`config.mk`:
```
export PLATFORM = sky130hd
export DESIGN_NAME = adc_scan_ctrl
export DESIGN_NICKNAME = d
export VERILOG_FILES = /design/src/rtl/adc_scan_pkg.sv /design/src/rtl/adc_trig_sel.sv /design/src/rtl/adc_sar_core.sv /design/src/rtl/adc_result_bank.sv /design/src/rtl/adc_scan_ctrl.sv
export SDC_FILE = /design/constraint.sdc
export NUM_CORES = 1
export LEC_CHECK = 0
export ABC_CLOCK_PERIOD_IN_PS = 4850
export BUFFER_PORTS_ARGS = -buffer_cell sky130_fd_sc_hd__clkbuf_2
export CORE_MARGIN = 2
export CORE_UTILIZATION = 50
export CTS_CLUSTER_SIZE = 40
export DETAILED_ROUTE_END_ITERATION = 8
export PLACE_DENSITY_LB_ADDON = 0.1
export REMOVE_ABC_BUFFERS = 1
export SLEW_MARGIN = 20
export SYNTH_ARGS = -nofsm -noshare
export SYNTH_HDL_FRONTEND = slang
export SYNTH_SLANG_ARGS = --single-unit
```
`constraint.sdc`:
```
create_clock -name clk -period 4.85 [get_ports clk]
set_input_delay 0.2425 -clock clk [delete_from_list [all_inputs] [get_ports clk]]
set_output_delay 0.2425 -clock clk [all_outputs]
set_load 0.005 [all_outputs]
```
`src/rtl/adc_scan_pkg.sv`:
```
package adc_scan_pkg;

    typedef enum logic [1:0] {
        TRG_SOFT  = 2'd0,
        TRG_PIN   = 2'd1,
        TRG_TIMER = 2'd2,
        TRG_NONE  = 2'd3
    } trig_src_e;

    typedef enum logic [1:0] {
        SEQ_IDLE   = 2'd0,
        SEQ_WAKE   = 2'd1,
        SEQ_SAMPLE = 2'd2,
        SEQ_CONV   = 2'd3
    } seq_state_e;

endpackage

```
`src/rtl/adc_trig_sel.sv`:
```
module adc_trig_sel
    import adc_scan_pkg::*;
#(
    parameter int SYNC_STAGES = 2
) (
    input  logic      clk,
    input  logic      rst_n,
    input  trig_src_e src,
    input  logic      sw_start,
    input  logic      ext_pin,
    input  logic      tmr_evt,
    output logic      trig_evt
);
    localparam int TOP = SYNC_STAGES - 1;

    typedef struct packed {
        logic [SYNC_STAGES-1:0] sync;
        logic                   prev;
    } trg_t;

    trg_t trg_d, trg_q;
    logic pin_rise;

    always_comb begin
        trg_d      = trg_q;
        trg_d.sync = {trg_q.sync[TOP-1:0], ext_pin};
        trg_d.prev = trg_q.sync[TOP];
        pin_rise   = trg_q.sync[TOP] & ~trg_q.prev;
        unique case (src)
            TRG_SOFT:  trig_evt = sw_start;
            TRG_PIN:   trig_evt = pin_rise;
            TRG_TIMER: trig_evt = tmr_evt;
            default:   trig_evt = 1'b0;
        endcase
    end

    always_ff @(posedge clk or negedge rst_n) begin
        if (!rst_n) trg_q <= '0;
        else        trg_q <= trg_d;
    end

endmodule

```
`src/rtl/adc_sar_core.sv`:
```
module adc_sar_core #(
    parameter int RES_W = 10,
    parameter int LOW_W = 8
) (
    input  logic             clk,
    input  logic             rst_n,
    input  logic             start,
    input  logic             low_res,
    input  logic             cmp_in,
    output logic [RES_W-1:0] trial,
    output logic             last,
    output logic [RES_W-1:0] result
);
    localparam int IDX_W = $clog2(RES_W);
    localparam int DROP  = RES_W - LOW_W;

    typedef struct packed {
        logic             active;
        logic [IDX_W-1:0] idx;
        logic [RES_W-1:0] acc;
    } sar_t;

    sar_t sar_d, sar_q;
    logic [IDX_W-1:0] stop_idx;
    logic [RES_W-1:0] kept;

    always_comb begin
        sar_d    = sar_q;
        stop_idx = low_res ? IDX_W'(DROP) : '0;
        trial    = '0;
        last     = 1'b0;
        if (sar_q.active) begin
            trial = sar_q.acc | (RES_W'(1) << sar_q.idx);
        end
        kept = cmp_in ? trial : sar_q.acc;
        if (sar_q.active) begin
            last      = (sar_q.idx == stop_idx);
            sar_d.acc = kept;
            if (last) sar_d.active = 1'b0;
            else      sar_d.idx    = sar_q.idx - 1'b1;
        end
        if (start) begin
            sar_d.active = 1'b1;
            sar_d.idx    = IDX_W'(RES_W - 1);
            sar_d.acc    = '0;
        end
        result = low_res ? (kept >> DROP) : kept;
    end

    always_ff @(posedge clk or negedge rst_n) begin
        if (!rst_n) sar_q <= '0;
        else        sar_q <= sar_d;
    end

endmodule

```
`src/rtl/adc_result_bank.sv`:
```
module adc_result_bank #(
    parameter int NCH   = 8,
    parameter int RES_W = 10,
    localparam int CH_W = $clog2(NCH)
) (
    input  logic             clk,
    input  logic             rst_n,
    input  logic             wr_en,
    input  logic [CH_W-1:0]  wr_ch,
    input  logic [RES_W-1:0] wr_data,
    input  logic             rd_last,
    input  logic             rd_chan,
    input  logic [CH_W-1:0]  rd_idx,
    input  logic             rd_status,
    output logic [RES_W-1:0] chan_data,
    output logic [RES_W-1:0] last_data,
    output logic [CH_W-1:0]  last_chan,
    output logic             drdy,
    output logic [NCH-1:0]   eoc,
    output logic [NCH-1:0]   chan_ovr,
    output logic             dma_req
);
    typedef struct packed {
        logic [NCH-1:0][RES_W-1:0] mem;
        logic [RES_W-1:0]          last;
        logic [CH_W-1:0]           lch;
        logic                      drdy;
        logic [NCH-1:0]            eoc;
        logic [NCH-1:0]            ovr;
        logic                      dma;
    } bank_t;

    bank_t bank_d, bank_q;

    always_comb begin
        bank_d     = bank_q;
        bank_d.dma = wr_en;
        if (rd_last)   bank_d.drdy        = 1'b0;
        if (rd_chan)   bank_d.eoc[rd_idx] = 1'b0;
        if (rd_status) bank_d.ovr         = '0;
        if (wr_en) begin
            bank_d.mem[wr_ch] = wr_data;
            bank_d.last       = wr_data;
            bank_d.lch        = wr_ch;
            bank_d.drdy       = 1'b1;
            bank_d.eoc[wr_ch] = 1'b1;
            if (bank_q.eoc[wr_ch] && !(rd_chan && rd_idx == wr_ch)) begin
                bank_d.ovr[wr_ch] = 1'b1;
            end
        end
    end

    always_ff @(posedge clk or negedge rst_n) begin
        if (!rst_n) bank_q <= '0;
        else        bank_q <= bank_d;
    end

    assign chan_data = bank_q.mem[rd_idx];
    assign last_data = bank_q.last;
    assign last_chan = bank_q.lch;
    assign drdy      = bank_q.drdy;
    assign eoc       = bank_q.eoc;
    assign chan_ovr  = bank_q.ovr;
    assign dma_req   = bank_q.dma;

endmodule

```
`src/rtl/adc_scan_ctrl.sv`:
```
module adc_scan_ctrl
    import adc_scan_pkg::*;
#(
    parameter int NCH   = 8,
    parameter int RES_W = 10,
    parameter int LOW_W = 8,
    parameter int DLY_W = 8,
    localparam int CH_W = $clog2(NCH)
) (
    input  logic             clk,
    input  logic             rst_n,
    input  logic [NCH-1:0]   cfg_chan_en,
    input  logic [1:0]       cfg_trig_src,
    input  logic             cfg_low_res,
    input  logic             cfg_sleep,
    input  logic [DLY_W-1:0] cfg_startup,
    input  logic [DLY_W-1:0] cfg_sample,
    input  logic             sw_start,
    input  logic             ext_trig,
    input  logic             tmr_trig,
    input  logic             cmp_in,
    input  logic             rd_last,
    input  logic             rd_chan,
    input  logic [CH_W-1:0]  rd_idx,
    input  logic             rd_status,
    output logic [CH_W-1:0]  mux_sel,
    output logic [RES_W-1:0] sar_trial,
    output logic             pwr_on,
    output logic             busy,
    output logic [RES_W-1:0] last_data,
    output logic [CH_W-1:0]  last_chan,
    output logic             drdy,
    output logic [RES_W-1:0] chan_data,
    output logic [NCH-1:0]   eoc,
    output logic [NCH-1:0]   chan_ovr,
    output logic             trig_ovr,
    output logic             dma_req
);
    typedef struct packed {
        seq_state_e       st;
        logic [DLY_W-1:0] cnt;
        logic [CH_W-1:0]  chan;
        logic [NCH-1:0]   en;
        logic             low_res;
        logic             trig_ovr;
    } ctrl_t;

    ctrl_t ctl_d, ctl_q;

    logic             trig_evt;
    logic             sar_start;
    logic             sar_last;
    logic [RES_W-1:0] sar_result;
    logic             wr_en;
    logic [CH_W:0]    nxt;
    logic             low_res_q;

    // lowest enabled channel at or above 'from'; MSB flags a hit
    function automatic logic [CH_W:0] next_enabled(input logic [NCH-1:0] mask,
                                                   input int from);
        logic [CH_W:0] r;
        r = '0;
        for (int i = NCH - 1; i >= 0; i--) begin
            if (mask[i] && i >= from) r = {1'b1, CH_W'(i)};
        end
        return r;
    endfunction

    adc_trig_sel #(.SYNC_STAGES(2)) u_trig (
        .clk      (clk),
        .rst_n    (rst_n),
        .src      (trig_src_e'(cfg_trig_src)),
        .sw_start (sw_start),
        .ext_pin  (ext_trig),
        .tmr_evt  (tmr_trig),
        .trig_evt (trig_evt)
    );

    adc_sar_core #(.RES_W(RES_W), .LOW_W(LOW_W)) u_sar (
        .clk     (clk),
        .rst_n   (rst_n),
        .start   (sar_start),
        .low_res (ctl_q.low_res),
        .cmp_in  (cmp_in),
        .trial   (sar_trial),
        .last    (sar_last),
        .result  (sar_result)
    );

    adc_result_bank #(.NCH(NCH), .RES_W(RES_W)) u_bank (
        .clk       (clk),
        .rst_n     (rst_n),
        .wr_en     (wr_en),
        .wr_ch     (ctl_q.chan),
        .wr_data   (sar_result),
        .rd_last   (rd_last),
        .rd_chan   (rd_chan),
        .rd_idx    (rd_idx),
        .rd_status (rd_status),
        .chan_data (chan_data),
        .last_data (last_data),
        .last_chan (last_chan),
        .drdy      (drdy),
        .eoc       (eoc),
        .chan_ovr  (chan_ovr),
        .dma_req   (dma_req)
    );

    always_comb begin
        ctl_d     = ctl_q;
        sar_start = 1'b0;
        wr_en     = 1'b0;
        nxt       = '0;
        unique case (ctl_q.st)
            SEQ_IDLE: begin
                if (trig_evt && |cfg_chan_en) begin
                    nxt           = next_enabled(cfg_chan_en, 0);
                    ctl_d.en      = cfg_chan_en;
                    ctl_d.low_res = cfg_low_res;
                    ctl_d.chan    = nxt[CH_W-1:0];
                    if (cfg_sleep) begin
                        ctl_d.st  = SEQ_WAKE;
                        ctl_d.cnt = cfg_startup;
                    end else begin
                        ctl_d.st  = SEQ_SAMPLE;
                        ctl_d.cnt = cfg_sample;
                    end
                end
            end
            SEQ_WAKE: begin
                if (ctl_q.cnt == '0) begin
                    ctl_d.st  = SEQ_SAMPLE;
                    ctl_d.cnt = cfg_sample;
                end else begin
                    ctl_d.cnt = ctl_q.cnt - 1'b1;
                end
            end
            SEQ_SAMPLE: begin
                if (ctl_q.cnt == '0) begin
                    ctl_d.st  = SEQ_CONV;
                    sar_start = 1'b1;
                end else begin
                    ctl_d.cnt = ctl_q.cnt - 1'b1;
                end
            end
            SEQ_CONV: begin
                if (sar_last) begin
                    wr_en = 1'b1;
                    nxt   = next_enabled(ctl_q.en, int'(ctl_q.chan) + 1);
                    if (nxt[CH_W]) begin
                        ctl_d.chan = nxt[CH_W-1:0];
                        ctl_d.st   = SEQ_SAMPLE;
                        ctl_d.cnt  = cfg_sample;
                    end else begin
                        ctl_d.st   = SEQ_IDLE;
                    end
                end
            end
            default: ctl_d.st = SEQ_IDLE;
        endcase
        if (rd_status) ctl_d.trig_ovr = 1'b0;
        if (ctl_q.st != SEQ_IDLE && trig_evt) ctl_d.trig_ovr = 1'b1;
    end

    always_ff @(posedge clk or negedge rst_n) begin
        if (!rst_n) ctl_q <= '{st: SEQ_IDLE, default: '0};
        else        ctl_q <= ctl_d;
    end

    assign busy      = (ctl_q.st != SEQ_IDLE);
    assign pwr_on    = busy | ~cfg_sleep;
    assign mux_sel   = ctl_q.chan;
    assign trig_ovr  = ctl_q.trig_ovr;
    assign low_res_q = ctl_q.low_res;

endmodule

```
---- Word level (Yosys, flattened, before mapping) ----
Cells that the tools add are included.
storage, ports and cells
  flip-flop bits (word level) ............. 152
  bits of input ports ..................... 40
  output and inout port bits .............. 57
  logic and storage cells ................. 154
cells by class
  add/subtract/negate cells ............... 3
  $lt $le $gt $ge ......................... 12
  eq/ne operators ......................... 14
  shift-type cells ........................ 1
  muxes and demuxes ....................... 61
  bitwise gates (word level) .............. 9
  reductions and logical operators ........ 29
operators with widths
  operator                number
  $bwmux W80              1
  $mux W10                6
  $mux W4                 11
  $mux W8                 5
  $pmux W10 S4            1
  $bmux W10 S3            1
  $demux W10 S3           1
  $mux W15                2
  $mux W3                 8
  $mux W22                1
  $mux W17                1
  $ge A3 B4 Y1 const A    4
  $or A8 B8 Y8            2
  $logic_and A1 B1 Y1     14
  $ne A2 B2 Y1 const B    7
  $mux W13                1
  $mux W1                 12
  $reduce_and A4 Y1       3
  $mux W11                1
  $or A10 B10 Y10         1
  $reduce_bool A2 Y1      5
  $shl A1 B4 Y10 const A  1
  $and A8 B8 Y8           1
  $ge A1 B4 Y1 const A    2
  other kinds (24)        37

---- Depth between registers and ports, before layout ----
  word-level depth ........................ 16
  depth in mapped cells ................... 10
  mapped depth without buffers ............ 7

---- Hierarchy ----
A second synthesis with hierarchy kept.
unflattened totals
  cell total of the unflattened synthesis .. 783
  area total of the unflattened synthesis .. 8483.1 µm²
modules (own cells, without submodules)
  module           instances  cells each  area each (µm²)  seq. area each (µm²)
  adc_result_bank  1          453         5434.0           2777.7
  adc_scan_ctrl    1          201         1923.1           575.6
  adc_sar_core     1          122         1017.2           375.4
  adc_trig_sel     1          7           108.9            75.1

---- Worst setup path after synthesis ----
Ideal clock, no wire load.
  kind .................................... register to register
  start ................................... reg ctl_q (netlist bit mux_sel[0])
  end ..................................... reg ctl_q[14] in the netlist's numbering
  library setup time ...................... 0.125 ns
  arrival time ............................ 2.262 ns
  required time ........................... 4.725 ns
  slack ................................... 2.463 ns
  stages on the path, launching flop included .. 10
  path buffers ............................ 2
  period minus slack after synthesis ...... 2.387 ns
  path through ............................ dfrtp_1 -> ha_1 -> clkbuf_1 -> and2_1 -> a211oi_1 -> o21ai_0 -> or3_1 -> buf_2 -> nand3_2 -> mux2_2
on the way
  word-level cells in the longest chain between the ends .. 15
  elaborated cells on any way between the ends .. 29
  those cells by class .................... 1 x add/sub; 8 x order compare; 1 x eq/ne; 10 x mux; 9 x reduce/logical
ends and longest elaborated chain
  element                               line                  source
  start: declaration                    adc_scan_ctrl.sv:48   ctrl_t ctl_d, ctl_q;
  start signal: assignment              adc_scan_ctrl.sv:167  else ctl_q <= ctl_d;
  $add A3 B1 Y4 *                       adc_scan_ctrl.sv:149  nxt = next_enabled(ctl_q.en, int'(ctl_q.chan) + 1);
  $ge A3 B4 Y1                          adc_scan_ctrl.sv:64   if (mask[i] && i >= from) r = {1'b1, CH_W'(i)};
  $logic_and A1 B1 Y1                   adc_scan_ctrl.sv:64
  $mux W4 (7 in series)                 adc_scan_ctrl.sv:64
  $mux W4 *                             adc_scan_ctrl.sv:64
  $mux W4 *                             adc_scan_ctrl.sv:147  if (sar_last) begin
  $mux W4 *                             adc_scan_ctrl.sv:114  unique case (ctl_q.st)
  $ne A2 B2 Y1 (no source line) *       --
  $reduce_and A4 Y1 (no source line) *  --
Every way passes the cells marked *; elsewhere a longest branch is shown, timed or not. The select of a mux whose other input is x is not followed.
A chain may end at the register's enable or synchronous reset.

==> results.md <==
- Yosys warns: 0
- Cell-internal power: 2.07 mW
- CP endpoint kind: flip-flop
- Minimum clock period: roughly 3.3 ns
- Hold WC Path Type: input port to flip-flop
- Share of layout cells above drive strength 1: 0.284
- Largest net degree at the start of global routing: slightly above 100
- Highest attainable clock frequency: a little over 300 MHz
- Area leader, netlist: dfrtp_1
- Worst-path clk slew: around 0.060 ns
- Tcrit/Tclk final: 0.675
- Final #Nets: 832
- Slew @ Worst Pin: 0.995 ns
- Top Ports: 97
- Final WS setup: approximately 1.6 ns
- Synth area leaders: dfrtp_1 (49%), mux2_2 (6.8%), mux4_2 (6.4%), o21ai_0 (4.4%), nand2_1 (3.8%)
- Pleak: 3.99 nW
- Total track usage: 0.225
- Post-route ant nets: 0
- Clock skew: 0.0105 ns
- MaxCap Viol Count: 0
- Pre-CTS setup slack: ~1.6 ns
- Logic pwr share: 0.042
- CTS buffer count: 17
- Row count: 45
- DRT iter0 DRCs: between 300 and 400
- Initial core utilization: 0.512
- Per-cell routed wire length: 18.2 um
- Design area: approximately 0.0087 sq mm
- Die Wd: about 130 um
- RD Place Congestion: between 0.9 and 1
- Routed via count: around 5600
- # H-tree levels: 4
- First-pass GRT wire length: ~29 mm
- Cells after Synth: about 730
- Slowest cell on the critical path: dfrtp_1
- Hold path depth: 2
- WP data arrival: ~3.6 ns
- Post-synthesis async set-or-reset flop share: 1.00
- Critical Path Fanout Max: 25
- CTS tree: done
- Clock Tree Buf Depth: 2
- Synthesis-to-layout area growth: 11.6%
- Setup_tns: 0 ns
- Vias in the first global route: approximately 5700
- Main flop type after synthesis: dfrtp_1
- CP peak stage delay: 0.75 ns
- Register area share after synthesis: 0.488
- Clock sinks: between 150 and 200
- Worst endpoint required time: between 5 and 6 ns
- Slew headroom: 0.334
- FF-to-FF setup slack: between 1.5 and 2 ns
- Die height: around 130 um
- Status: complete, no violations
- # diodes: 0
- Crit-path cells: or4b_1, or3_1, buf_4, clkinv_4, nand2_8, nor3_4, mux2_2
- Yosys top cell area share: 0.488
- Buffers on Ports: 96
- Cell area after synthesis: roughly 0.0078 sq mm
- CP Class: flip-flop to flip-flop
- Worst setup SP type: flip-flop
- Clock root buffer: clkbuf_16
- RSZ-0062 raised after global routing: no
- DRT Pass-1 Iters: 5
- Final setup violation count: 0
- Gr ovfl total: 0
- Mean post-synth cell area: about 11 sq um
- Clk Latency, worst-skew pair: 0.42 ns
- Pwr Density: roughly 300 mW/mm^2
- Peak supply drop: 0.242 mV
- Number of gates resized after cts: 0
- Antenna violations before repair: 0
- DRT Wirelength: about 18 mm
- Post-synth EDFFs: 0
- Sw Ratio: 0.216
- DPL Wire Length: ~12 mm
- Yosys reg bits: 152
- Net Switching: 570 uW
- Post-CTS Setup Repair Bufs: 0
- Hold WS: about 0.017 ns
- Clk pwr share: 0.472
- Reg2Reg Depth: 7
- Die area: 0.0166 sq mm
- Seq pwr share: 0.486
- Max-slew violation count: 0
- Synth cell types: just over 60
- Vias per Instance: 5.73
- Placed cell area: just over 0.008 sq mm
- Final hold violations: 0
- Core area: 0.0152 sq mm
- Post-detailed-route DRC marker count: 0
-- cell usage in the layout (no fill, tap or decap), types with 10 or more instances in the layout --
master     Yosys  routed
a21oi_2       12      12
dfrtp_1      152     152
inv_1         24      24
mux4_2        22      22
a21oi_1       43      43
clkbuf_2       0      95
nor2b_1       18      18
mux2_2        47      47
o21ai_0       68      68
clkbuf_16      0      17
nor2_1        60      60
nand2_1       78      78
nand2b_1      10      10
-- worst max-delay path, delay by kind of cell, from the launching register on --
kind | cells | cell delay [ns]
buffers and inverters | 2 | 0.32
muxes | 1 | 0.42
and+or+nand+nor | 4 | 1.64
DFF | 1 | 0.75
-- synth_stat cells, types with 7 or more instances --
library cell / n
nand3_1: 8
nor2_1: 60
buf_2: 11
nand2b_1: 10
ha_1: 8
a21oi_2: 12
o22ai_1: 7
nand2_1: 78
nor2b_1: 18
a21oi_1: 43
clkbuf_1: 20
mux2i_1: 8
dfrtp_1: 152
mux4_2: 22
o21ai_0: 68
mux2_2: 47
buf_4: 32
inv_1: 24
-- state kept, by name, indices dropped and copies added, names as in the netlist --
| register | cells |
|---|---|
| u_bank.last_chan | 3 |
| u_bank.dma_req | 1 |
| u_trig.trg_d | 2 |
| ctl_q | 18 |
| u_bank.chan_ovr | 8 |
| u_bank.bank_q | 80 |
| mux_sel | 3 |
| u_sar.sar_q | 15 |
| u_bank.drdy | 1 |
| low_res_q | 1 |
| u_bank.eoc | 8 |
| u_trig.trg_q | 1 |
| u_bank.last_data | 10 |
| trig_ovr | 1 |
-- area by class of cell --
| class | count | area [sq um] |
|---|---|---|
| fillers | 1330 | 6510 |
| flip-flops and latches | 152 | 3800 |
| multi-input cells | 486 | 3460 |
| repair buffers | 102 | 537 |
| clock buffers | 22 | 484 |
| well taps | 188 | 235 |
| inverters | 25 | 98.8 |
| clock inverters | 8 | 72.6 |
-- final timing paths --
check,startpoint,endpoint
setup / recovery,u_sar.sar_q[14],u_bank.bank_q[81]
hold / removal,rd_last,u_bank.drdy
setup reg to reg,u_sar.sar_q[14],u_bank.bank_q[81]
hold reg to reg,u_trig.trg_d[2],u_trig.trg_d[0]
max in group asynchronous,rst_n,u_bank.last_data[1]
min in group asynchronous,rst_n,u_bank.bank_q[96]
-- per-layer routing --
metal,track usage,wire length [um],share of wire
met1,0.299,8080,0.45
met2,0.365,8820,0.49
met3,0.0511,780,0.044
met4,0.0806,198,0.011
met5,0,0,0
-- repair_timing --
| action | 4_1_cts | 5_1_grt |
|---|---|---|
| hold endpoints to repair | 100 | 0 |
| setup endpoints to repair | 0 | 0 |
| hold buffers | 2 | 0 |
-- through the flow --
step,utilization,instances,power [mW]
after floorplan,-,663,1.34
after global placement,0.534,951,1.41
after detailed placement,0.534,951,1.41
after CTS,0.572,983,2.66
after global routing,0.572,983,2.73
final,0.572,983,2.63
-- power by group through the flow --
stage                     clock (mW)  combinational [mW]  sequential [mW]
after floorplan                    0              0.0356             1.30
after global placement             0               0.110             1.30
after detailed placement           0               0.111             1.30
after CTS                       1.27               0.114             1.28
after global routing            1.32               0.124             1.28
final                           1.24               0.111             1.28
-- cell families (layout without fill, tap and decap cells) --
family / count (synthesis) / after routing / share of synthesized area
buffers and inverters: 95 / 157 / 0.0675
AO/OA/AOI/OAI: 170 / 170 / 0.135
multiplexers: 80 / 80 / 0.146
XOR/XNOR: 8 / 8 / 0.00900
adder cells (fa/ha/maj): 8 / 8 / 0.0129
flip-flops: 152 / 152 / 0.488
AND/OR/NAND/NOR: 220 / 220 / 0.141
Power figures use the tool's default switching activity.
